### src/rtl/lsk_pkg.sv
// Package: shared constants and types for the LED sink core.
// Control pairs are packed as {out_en_n, latch_en}; the oldest pair of a
// mode pattern sits in the most significant bits.
package lsk_pkg;

    localparam int SEQ_LEN = 5;
    localparam int SEQ_W   = 2 * SEQ_LEN;

    // Pattern that switches normal -> detection
    localparam logic [SEQ_W-1:0] ENTER_PAT  = 10'b10_00_10_11_10;
    // Pattern that switches detection -> normal
    localparam logic [SEQ_W-1:0] RESUME_PAT = 10'b10_00_10_10_10;

    typedef enum logic {
        MODE_NORMAL = 1'b0,
        MODE_DETECT = 1'b1
    } lsk_mode_e;

endpackage

### src/rtl/lsk_edge_sense.sv
// Module: lsk_edge_sense
// Detects the rising edges of the serial clock and of the output-enable pin
// on the system clock.
// Assumes both inputs are already synchronous to clk.
module lsk_edge_sense (
    input  logic clk,
    input  logic rst_n,
    input  logic ser_clk,
    input  logic out_en_n,
    output logic ser_rise,
    output logic oe_rise
);

    logic ser_clk_q;
    logic oe_n_q;

    // Purpose: keep last-cycle copies of the watched pins
    always_ff @(posedge clk) begin
        if (!rst_n) begin
            ser_clk_q <= 1'b0;
            oe_n_q    <= 1'b1;
        end else begin
            ser_clk_q <= ser_clk;
            oe_n_q    <= out_en_n;
        end
    end

    // Purpose: flag a 0 -> 1 transition on each watched pin
    always_comb begin
        ser_rise = ser_clk & ~ser_clk_q;
        oe_rise  = out_en_n & ~oe_n_q;
    end

    AST_SINGLE_CYCLE_STEP: assert property (@(posedge clk) disable iff (!rst_n)
        ser_rise |=> !ser_rise);

endmodule

### src/rtl/lsk_shift_reg.sv
// Module: lsk_shift_reg
// N-stage serial-in, parallel-out register with a parallel load port.
// A parallel load takes priority over a shift in the same cycle.
// Assumes step is a one-cycle strobe.
module lsk_shift_reg #(
    parameter int N_CH = 8
) (
    input  logic            clk,
    input  logic            rst_n,
    input  logic            step,
    input  logic            sdi,
    input  logic            load,
    input  logic [N_CH-1:0] load_val,
    output logic [N_CH-1:0] q,
    output logic            sdo
);

    localparam int TOP = N_CH - 1;

    logic [N_CH-1:0] stages_q;

    // Purpose: load captured results, or advance one stage per serial edge
    always_ff @(posedge clk) begin
        if (!rst_n) begin
            stages_q <= '0;
        end else if (load) begin
            stages_q <= load_val;
        end else if (step) begin
            stages_q <= {stages_q[TOP-1:0], sdi};
        end
    end

    assign q   = stages_q;
    assign sdo = stages_q[TOP];

    AST_SHIFT_ENTRY: assert property (@(posedge clk) disable iff (!rst_n)
        (step && !load) |=> (q[0] == $past(sdi)));
    AST_IDLE_HOLD: assert property (@(posedge clk) disable iff (!rst_n)
        (!step && !load) |=> $stable(q));
    AST_LOAD_TAKES: assert property (@(posedge clk) disable iff (!rst_n)
        load |=> (q == $past(load_val)));
    AST_RESET_CLEARS: assert property (@(posedge clk)
        !rst_n |=> (q == '0));

endmodule

### src/rtl/lsk_store_latch.sv
// Module: lsk_store_latch
// Level-sensitive storage built from a hold register: the output follows d
// while le is 1 and the hold register keeps the last value seen.
// Assumes le is synchronous to clk.
module lsk_store_latch #(
    parameter int N_CH = 8
) (
    input  logic            clk,
    input  logic            rst_n,
    input  logic            le,
    input  logic [N_CH-1:0] d,
    output logic [N_CH-1:0] q
);

    logic [N_CH-1:0] hold_q;

    // Purpose: choose transparent data or the held copy, channel by channel
    for (genvar i = 0; i < N_CH; i++) begin : g_bit
        assign q[i] = le ? d[i] : hold_q[i];
    end

    // Purpose: remember the latch output for the hold phase
    always_ff @(posedge clk) begin
        if (!rst_n) begin
            hold_q <= '0;
        end else begin
            hold_q <= q;
        end
    end

    AST_LATCH_HOLDS: assert property (@(posedge clk) disable iff (!rst_n)
        (!le && $past(!le)) |-> $stable(q));

endmodule

### src/rtl/lsk_mode_ctrl.sv
// Module: lsk_mode_ctrl
// Samples {out_en_n, latch_en} at every serial edge and compares the last
// SEQ_LEN samples with the enter and resume patterns. The history is
// cleared after a match, so each switch needs a fresh full pattern.
// Assumes step is a one-cycle strobe.
module lsk_mode_ctrl
    import lsk_pkg::*;
(
    input  logic clk,
    input  logic rst_n,
    input  logic step,
    input  logic out_en_n,
    input  logic latch_en,
    output logic detect
);

    logic [SEQ_W-1:0] hist_q;
    logic [SEQ_W-1:0] hist_nx;
    lsk_mode_e        mode_q;

    // Purpose: history including the pair sampled now
    always_comb begin
        hist_nx = {hist_q[SEQ_W-3:0], out_en_n, latch_en};
    end

    // Purpose: record control pairs and switch mode on a full pattern
    always_ff @(posedge clk) begin
        if (!rst_n) begin
            hist_q <= '0;
            mode_q <= MODE_NORMAL;
        end else if (step) begin
            if (mode_q == MODE_NORMAL && hist_nx == ENTER_PAT) begin
                mode_q <= MODE_DETECT;
                hist_q <= '0;
            end else if (mode_q == MODE_DETECT && hist_nx == RESUME_PAT) begin
                mode_q <= MODE_NORMAL;
                hist_q <= '0;
            end else begin
                hist_q <= hist_nx;
            end
        end
    end

    assign detect = (mode_q == MODE_DETECT);

    AST_MODE_ON_STEP: assert property (@(posedge clk) disable iff (!rst_n)
        (detect != $past(detect)) |-> $past(step));
    AST_ENTER_NEEDS_LE: assert property (@(posedge clk) disable iff (!rst_n)
        $rose(detect) |-> ($past(!out_en_n) == 1'b0));

endmodule

### src/rtl/lsk_fault_window.sv
// Module: lsk_fault_window
// Times the output-enable low window in detection mode and, when the pin
// returns high after at least MIN_WIN cycles, asks for the fault vector to
// be loaded. The counter saturates at MIN_WIN.
// Assumes the comparator flags are stable at the end of the window.
module lsk_fault_window #(
    parameter int N_CH    = 8,
    parameter int MIN_WIN = 250
) (
    input  logic            clk,
    input  logic            rst_n,
    input  logic            detect,
    input  logic            out_en_n,
    input  logic            oe_rise,
    input  logic [N_CH-1:0] low_cur_flag,
    input  logic [N_CH-1:0] high_vout_flag,
    output logic            capture,
    output logic [N_CH-1:0] fault_vec
);

    localparam int CW = $clog2(MIN_WIN + 1);
    localparam logic [CW-1:0] WIN_LIM = CW'(MIN_WIN);

    logic [CW-1:0] win_cnt_q;

    // Purpose: count low cycles of the enable pin while testing
    always_ff @(posedge clk) begin
        if (!rst_n) begin
            win_cnt_q <= '0;
        end else if (!detect || out_en_n) begin
            win_cnt_q <= '0;
        end else if (win_cnt_q < WIN_LIM) begin
            win_cnt_q <= win_cnt_q + 1'b1;
        end
    end

    // Purpose: fold the two comparator flags of each channel into one bit
    for (genvar i = 0; i < N_CH; i++) begin : g_fault
        assign fault_vec[i] = low_cur_flag[i] | high_vout_flag[i];
    end

    // Purpose: a capture needs detection mode, a rising edge and a full window
    always_comb begin
        capture = detect && oe_rise && (win_cnt_q >= WIN_LIM);
    end

    AST_CAPTURE_AFTER_LOW: assert property (@(posedge clk) disable iff (!rst_n)
        capture |-> $past(!out_en_n));
    AST_CAPTURE_IN_DETECT: assert property (@(posedge clk) disable iff (!rst_n)
        capture |-> detect);

endmodule

### src/rtl/led_sink_core.sv
// Module: led_sink_core
// Top of the LED sink digital core: serial shift register, storage latch,
// output gating, detection-mode control and fault capture.
// Assumes ser_clk, ser_in, latch_en, out_en_n and the flags are synchronous
// to clk, and that ser_clk stays high and low for at least one clk each.
module led_sink_core #(
    parameter int N_CH    = 8,
    parameter int MIN_WIN = 250
) (
    input  logic            clk,
    input  logic            rst_n,
    input  logic            ser_clk,
    input  logic            ser_in,
    input  logic            latch_en,
    input  logic            out_en_n,
    input  logic [N_CH-1:0] low_cur_flag,
    input  logic [N_CH-1:0] high_vout_flag,
    output logic            ser_out,
    output logic [N_CH-1:0] chan_on
);

    logic            ser_rise;
    logic            oe_rise;
    logic            detect;
    logic            capture;
    logic [N_CH-1:0] fault_vec;
    logic [N_CH-1:0] shreg;
    logic [N_CH-1:0] latched;

    lsk_edge_sense u_edge (
        .clk      (clk),
        .rst_n    (rst_n),
        .ser_clk  (ser_clk),
        .out_en_n (out_en_n),
        .ser_rise (ser_rise),
        .oe_rise  (oe_rise)
    );

    lsk_mode_ctrl u_mode (
        .clk      (clk),
        .rst_n    (rst_n),
        .step     (ser_rise),
        .out_en_n (out_en_n),
        .latch_en (latch_en),
        .detect   (detect)
    );

    lsk_fault_window #(.N_CH(N_CH), .MIN_WIN(MIN_WIN)) u_win (
        .clk            (clk),
        .rst_n          (rst_n),
        .detect         (detect),
        .out_en_n       (out_en_n),
        .oe_rise        (oe_rise),
        .low_cur_flag   (low_cur_flag),
        .high_vout_flag (high_vout_flag),
        .capture        (capture),
        .fault_vec      (fault_vec)
    );

    lsk_shift_reg #(.N_CH(N_CH)) u_shift (
        .clk      (clk),
        .rst_n    (rst_n),
        .step     (ser_rise),
        .sdi      (ser_in),
        .load     (capture),
        .load_val (fault_vec),
        .q        (shreg),
        .sdo      (ser_out)
    );

    lsk_store_latch #(.N_CH(N_CH)) u_latch (
        .clk   (clk),
        .rst_n (rst_n),
        .le    (latch_en),
        .d     (shreg),
        .q     (latched)
    );

    // Purpose: gate every channel with the active-low enable
    always_comb begin
        chan_on = out_en_n ? '0 : latched;
    end

    AST_OFF_WHEN_DISABLED: assert property (@(posedge clk) disable iff (!rst_n)
        out_en_n |-> (chan_on == '0));
    AST_RESET_SEROUT: assert property (@(posedge clk)
        !rst_n |=> (ser_out == 1'b0));

endmodule

### config.mk
export PLATFORM = sky130hd
export DESIGN_NAME = led_sink_core
export DESIGN_NICKNAME = d
export VERILOG_FILES = /design/src/rtl/lsk_pkg.sv /design/src/rtl/lsk_edge_sense.sv /design/src/rtl/lsk_shift_reg.sv /design/src/rtl/lsk_store_latch.sv /design/src/rtl/lsk_mode_ctrl.sv /design/src/rtl/lsk_fault_window.sv /design/src/rtl/led_sink_core.sv
export SDC_FILE = /design/constraint.sdc
export NUM_CORES = 1
export LEC_CHECK = 0
export CELL_PAD_IN_SITES_DETAIL_PLACEMENT = 0
export CELL_PAD_IN_SITES_GLOBAL_PLACEMENT = 2
export CORE_MARGIN = 8
export CORE_UTILIZATION = 28
export DETAILED_ROUTE_END_ITERATION = 10
export GPL_TIMING_DRIVEN = 0
export PLACE_DENSITY_LB_ADDON = 0.1
export RECOVER_POWER = 100
export SLEW_MARGIN = 40
export SYNTH_ARGS = -nofsm -noshare
export SYNTH_HDL_FRONTEND = slang
export SYNTH_SLANG_ARGS = --single-unit
### constraint.sdc
create_clock -name clk -period 1.3 [get_ports clk]
set_clock_uncertainty 0.05 [all_clocks]
set_input_delay 0.195 -clock clk [delete_from_list [all_inputs] [get_ports clk]]
set_output_delay 0.195 -clock clk [all_outputs]
set_load 0.01 [all_outputs]
==> reports/summary.txt <==
CP Class: reg -> reg
Peak VDD IR: 0.000446 V
Mapped cell area: 1660 um2
Row count: 28
CTS Buffer Depth: 2
Die area: 8660 um2
Reg-to-Reg End: u_shift.q[6]
Post-synth EDFFs: 0
DIE WIDTH: 93.1 um
Clock-pin slew on the worst setup and hold paths: 0.07 ns
Syn nets: 204
Total global-route track usage: 0.112
RSZ-0062 raised after global routing: true
Starting DRT DRC Count: 61
Initial antenna violation count: 0
Tmin final: 1.40 ns
Final net count: 247
CP required: 1.46 ns
Critical path peak fanout: 8
Die Y-Extent: 93.1 um
Worst reg-to-reg setup slack: -0.10 ns
Final setup violation count: 13
Overall Power: 2170 uW
Slew Viols, Final: 0
Core area: 5820 um2
Vias: 1498
Hold_sp: rst_n
Ratio of cells with drive above 1 in the final layout: 0.254
Final Hold Vio Count: 0
Placer Congestion: 0.739
Slew headroom: 0.594
# IOs: 31
WHS: 0.114 ns
Clk root buf: clkbuf_8
Cells after synthesis: 180
Largest net degree at the start of global routing: 11
Hold path endpoint: u_edge.oe_n_q
Worst R2R Path Depth: 5
Register area share after synthesis: 0.421
CTS sink cnt: 35
Worst setup SP type: flip-flop
Vias/cell: 5.01
Power density over the cells: 981 nW/um2
Pre-CTS setup slack: -0.779 ns
Violated checks: setup timing
Final design area excluding fillers: 2210 um2
First-pass detailed-route iteration total: 4
Initial Util: 0.286
Worst-skew pair later-pin latency: 0.29 ns
Max-cap viol count: 0
Final WS setup: -0.102 ns
Final wirelength: 4580 um
CTS tree: done
PortBufs: 28
Num CTS Buffers: 5
Most common cell after layout, fill and taps aside: dfxtp_1
Synth Flop Type: dfxtp_1
Drc violations: 0
Commonest non-fill, non-tap cells in the layout: 24 x dfxtp_1, 18 x nor2_1, 17 x clkdlybuf4s50_1
Yosys cell types: 43
Grt ovf: 0
Area grow syn2layout: 33.0%
Tightest Hold Check Type: in -> reg
Fmax: 713 MHz
Worst Max-Slew Pin Slew: 0.609 ns
Hold Buf Count CTS: 0
Detail Route Antenna Nets: 0
Max H-tree Level: 2
Global-route wire length before repair: 7600 um
Outcome: finished with violations
# diodes: 0
Leak Pwr: 0.000928 uW
Final period util: 1.08
DP Area: 2040 um2
Post-synth ARST share: 0
Vias in the first global route: 1566
Endpoint class of the critical path: flip-flop
Cells on Worst Hold Path: 2
Seq cells post-synth: 35
Detail Placement HPWL: 3110 um
Mean Syn Cell Area: 9.24 um2
RR Startpoint: u_win.win_cnt_q[0]
Synth Warn #: 0
Critical path data arrival time: 1.56 ns
Drt wl/cell: 15.3 um
[critical path, stage by stage (launching register included)]
cell and delay (ns):
dfxtp_4 0.35, inv_2 0.03, ha_2 0.16, or3_4 0.34, nand4_4 0.17, mux2i_1 0.23
[timing repair]
action,in CTS,in global routing
pin swaps,0,4
setup endpoints to repair,24,25
resized for setup,47,15
buffers inserted,4,4
gates cloned,1,0
[synthesized netlist by cell type, types with 2 or more instances]
cell / instances / area, um2
nor3_1: 3 / 15.0
or3b_1: 6 / 52.6
nor2_1: 18 / 67.6
and3_1: 2 / 12.5
ha_1: 2 / 25.0
a32o_1: 3 / 30.0
nand3_1: 3 / 15.0
nand2b_1: 2 / 12.5
nor3b_1: 2 / 15.0
nand4_1: 2 / 12.5
nor2b_1: 2 / 12.5
dfxtp_1: 35 / 701
nand2_1: 12 / 45.0
buf_2: 5 / 25.0
or3b_2: 2 / 17.5
o21ai_1: 2 / 10.0
a211oi_1: 2 / 15.0
o21ai_0: 10 / 50.1
a31oi_1: 2 / 12.5
clkbuf_1: 6 / 22.5
a21oi_1: 9 / 45.0
o211ai_1: 8 / 60.1
and3b_1: 2 / 17.5
inv_1: 3 / 11.3
and4b_1: 2 / 20.0
mux2i_1: 17 / 170
nand3b_1: 2 / 15.0
[report_power, final]
| part | internal [uW] | switching [uW] |
|---|---|---|
| Combinational | 140 | 121 |
| Clock | 376 | 395 |
| Sequential | 1110 | 26.6 |
| Total | 1630 | 542 |
[per-layer routing]
metal / track usage / vias to the layer above / share of wire
met5: 0 / - / 0
met4: 0.0658 / 0 / 0.035
met3: 0.0296 / 14 / 0.042
met2: 0.163 / 35 / 0.43
met1: 0.145 / 710 / 0.49
li1: - / 739 / -
[sequential cells by signal, summed over array words and instances, names as in the netlist]
name / flops
u_win.win_cnt_q: 8
u_shift.q: 8
u_mode.hist_q: 8
u_latch.hold_q: 8
u_edge.oe_n_q: 1
u_mode.detect: 1
u_edge.ser_clk_q: 1
[per-stage QoR]
stage | util | cells | TNS [ns]
after floorplan | - | 180 | -0.00483
after global placement | 0.351 | 283 | -12.37
after detailed placement | 0.351 | 283 | -12.89
after global routing | 0.380 | 299 | -1.91
after CTS | 0.373 | 296 | -0.849
final | 0.380 | 299 | -0.728
[area by class of cell]
cell class                 instances  area (um2)
fill                             634        3600
multi-input combinational        129         915
sequential                        35         717
timing repair buffer              37         308
tap                               75        93.8
buffer                            12        85.1
clock buffer                       7        76.3
inverter                           3        11.3
clock inverter                     1        5.00
[logic make-up after synthesis]
family                     Yosys count  share of synthesized area
muxes                               17                      0.102
adders and majority gates            2                     0.0150
DFF                                 35                      0.421
xor gates and xnor gates             1                    0.00527
AOI/OAI and AO/OA                   40                      0.154
and+or+nand+nor                     69                      0.255
buffers and inverters               16                     0.0466
[worst max path at each step]
stage | startpoint | end | slack (ns)
3_3_place_gp | out_en_n | chan_on[7] | -0.76
2_1_floorplan | u_win.win_cnt_q[0] | u_shift.q[0] | -0.0006
3_5_place_dp | out_en_n | chan_on[2] | -0.78
6_report | u_win.win_cnt_q[0] | u_shift.q[6] | -0.10
5_1_grt | u_win.win_cnt_q[0] | u_shift.q[0] | -0.16
4_1_cts | u_win.win_cnt_q[0] | u_shift.q[6] | -0.11
No activity file was read; power rests on OpenSTA's default activity.
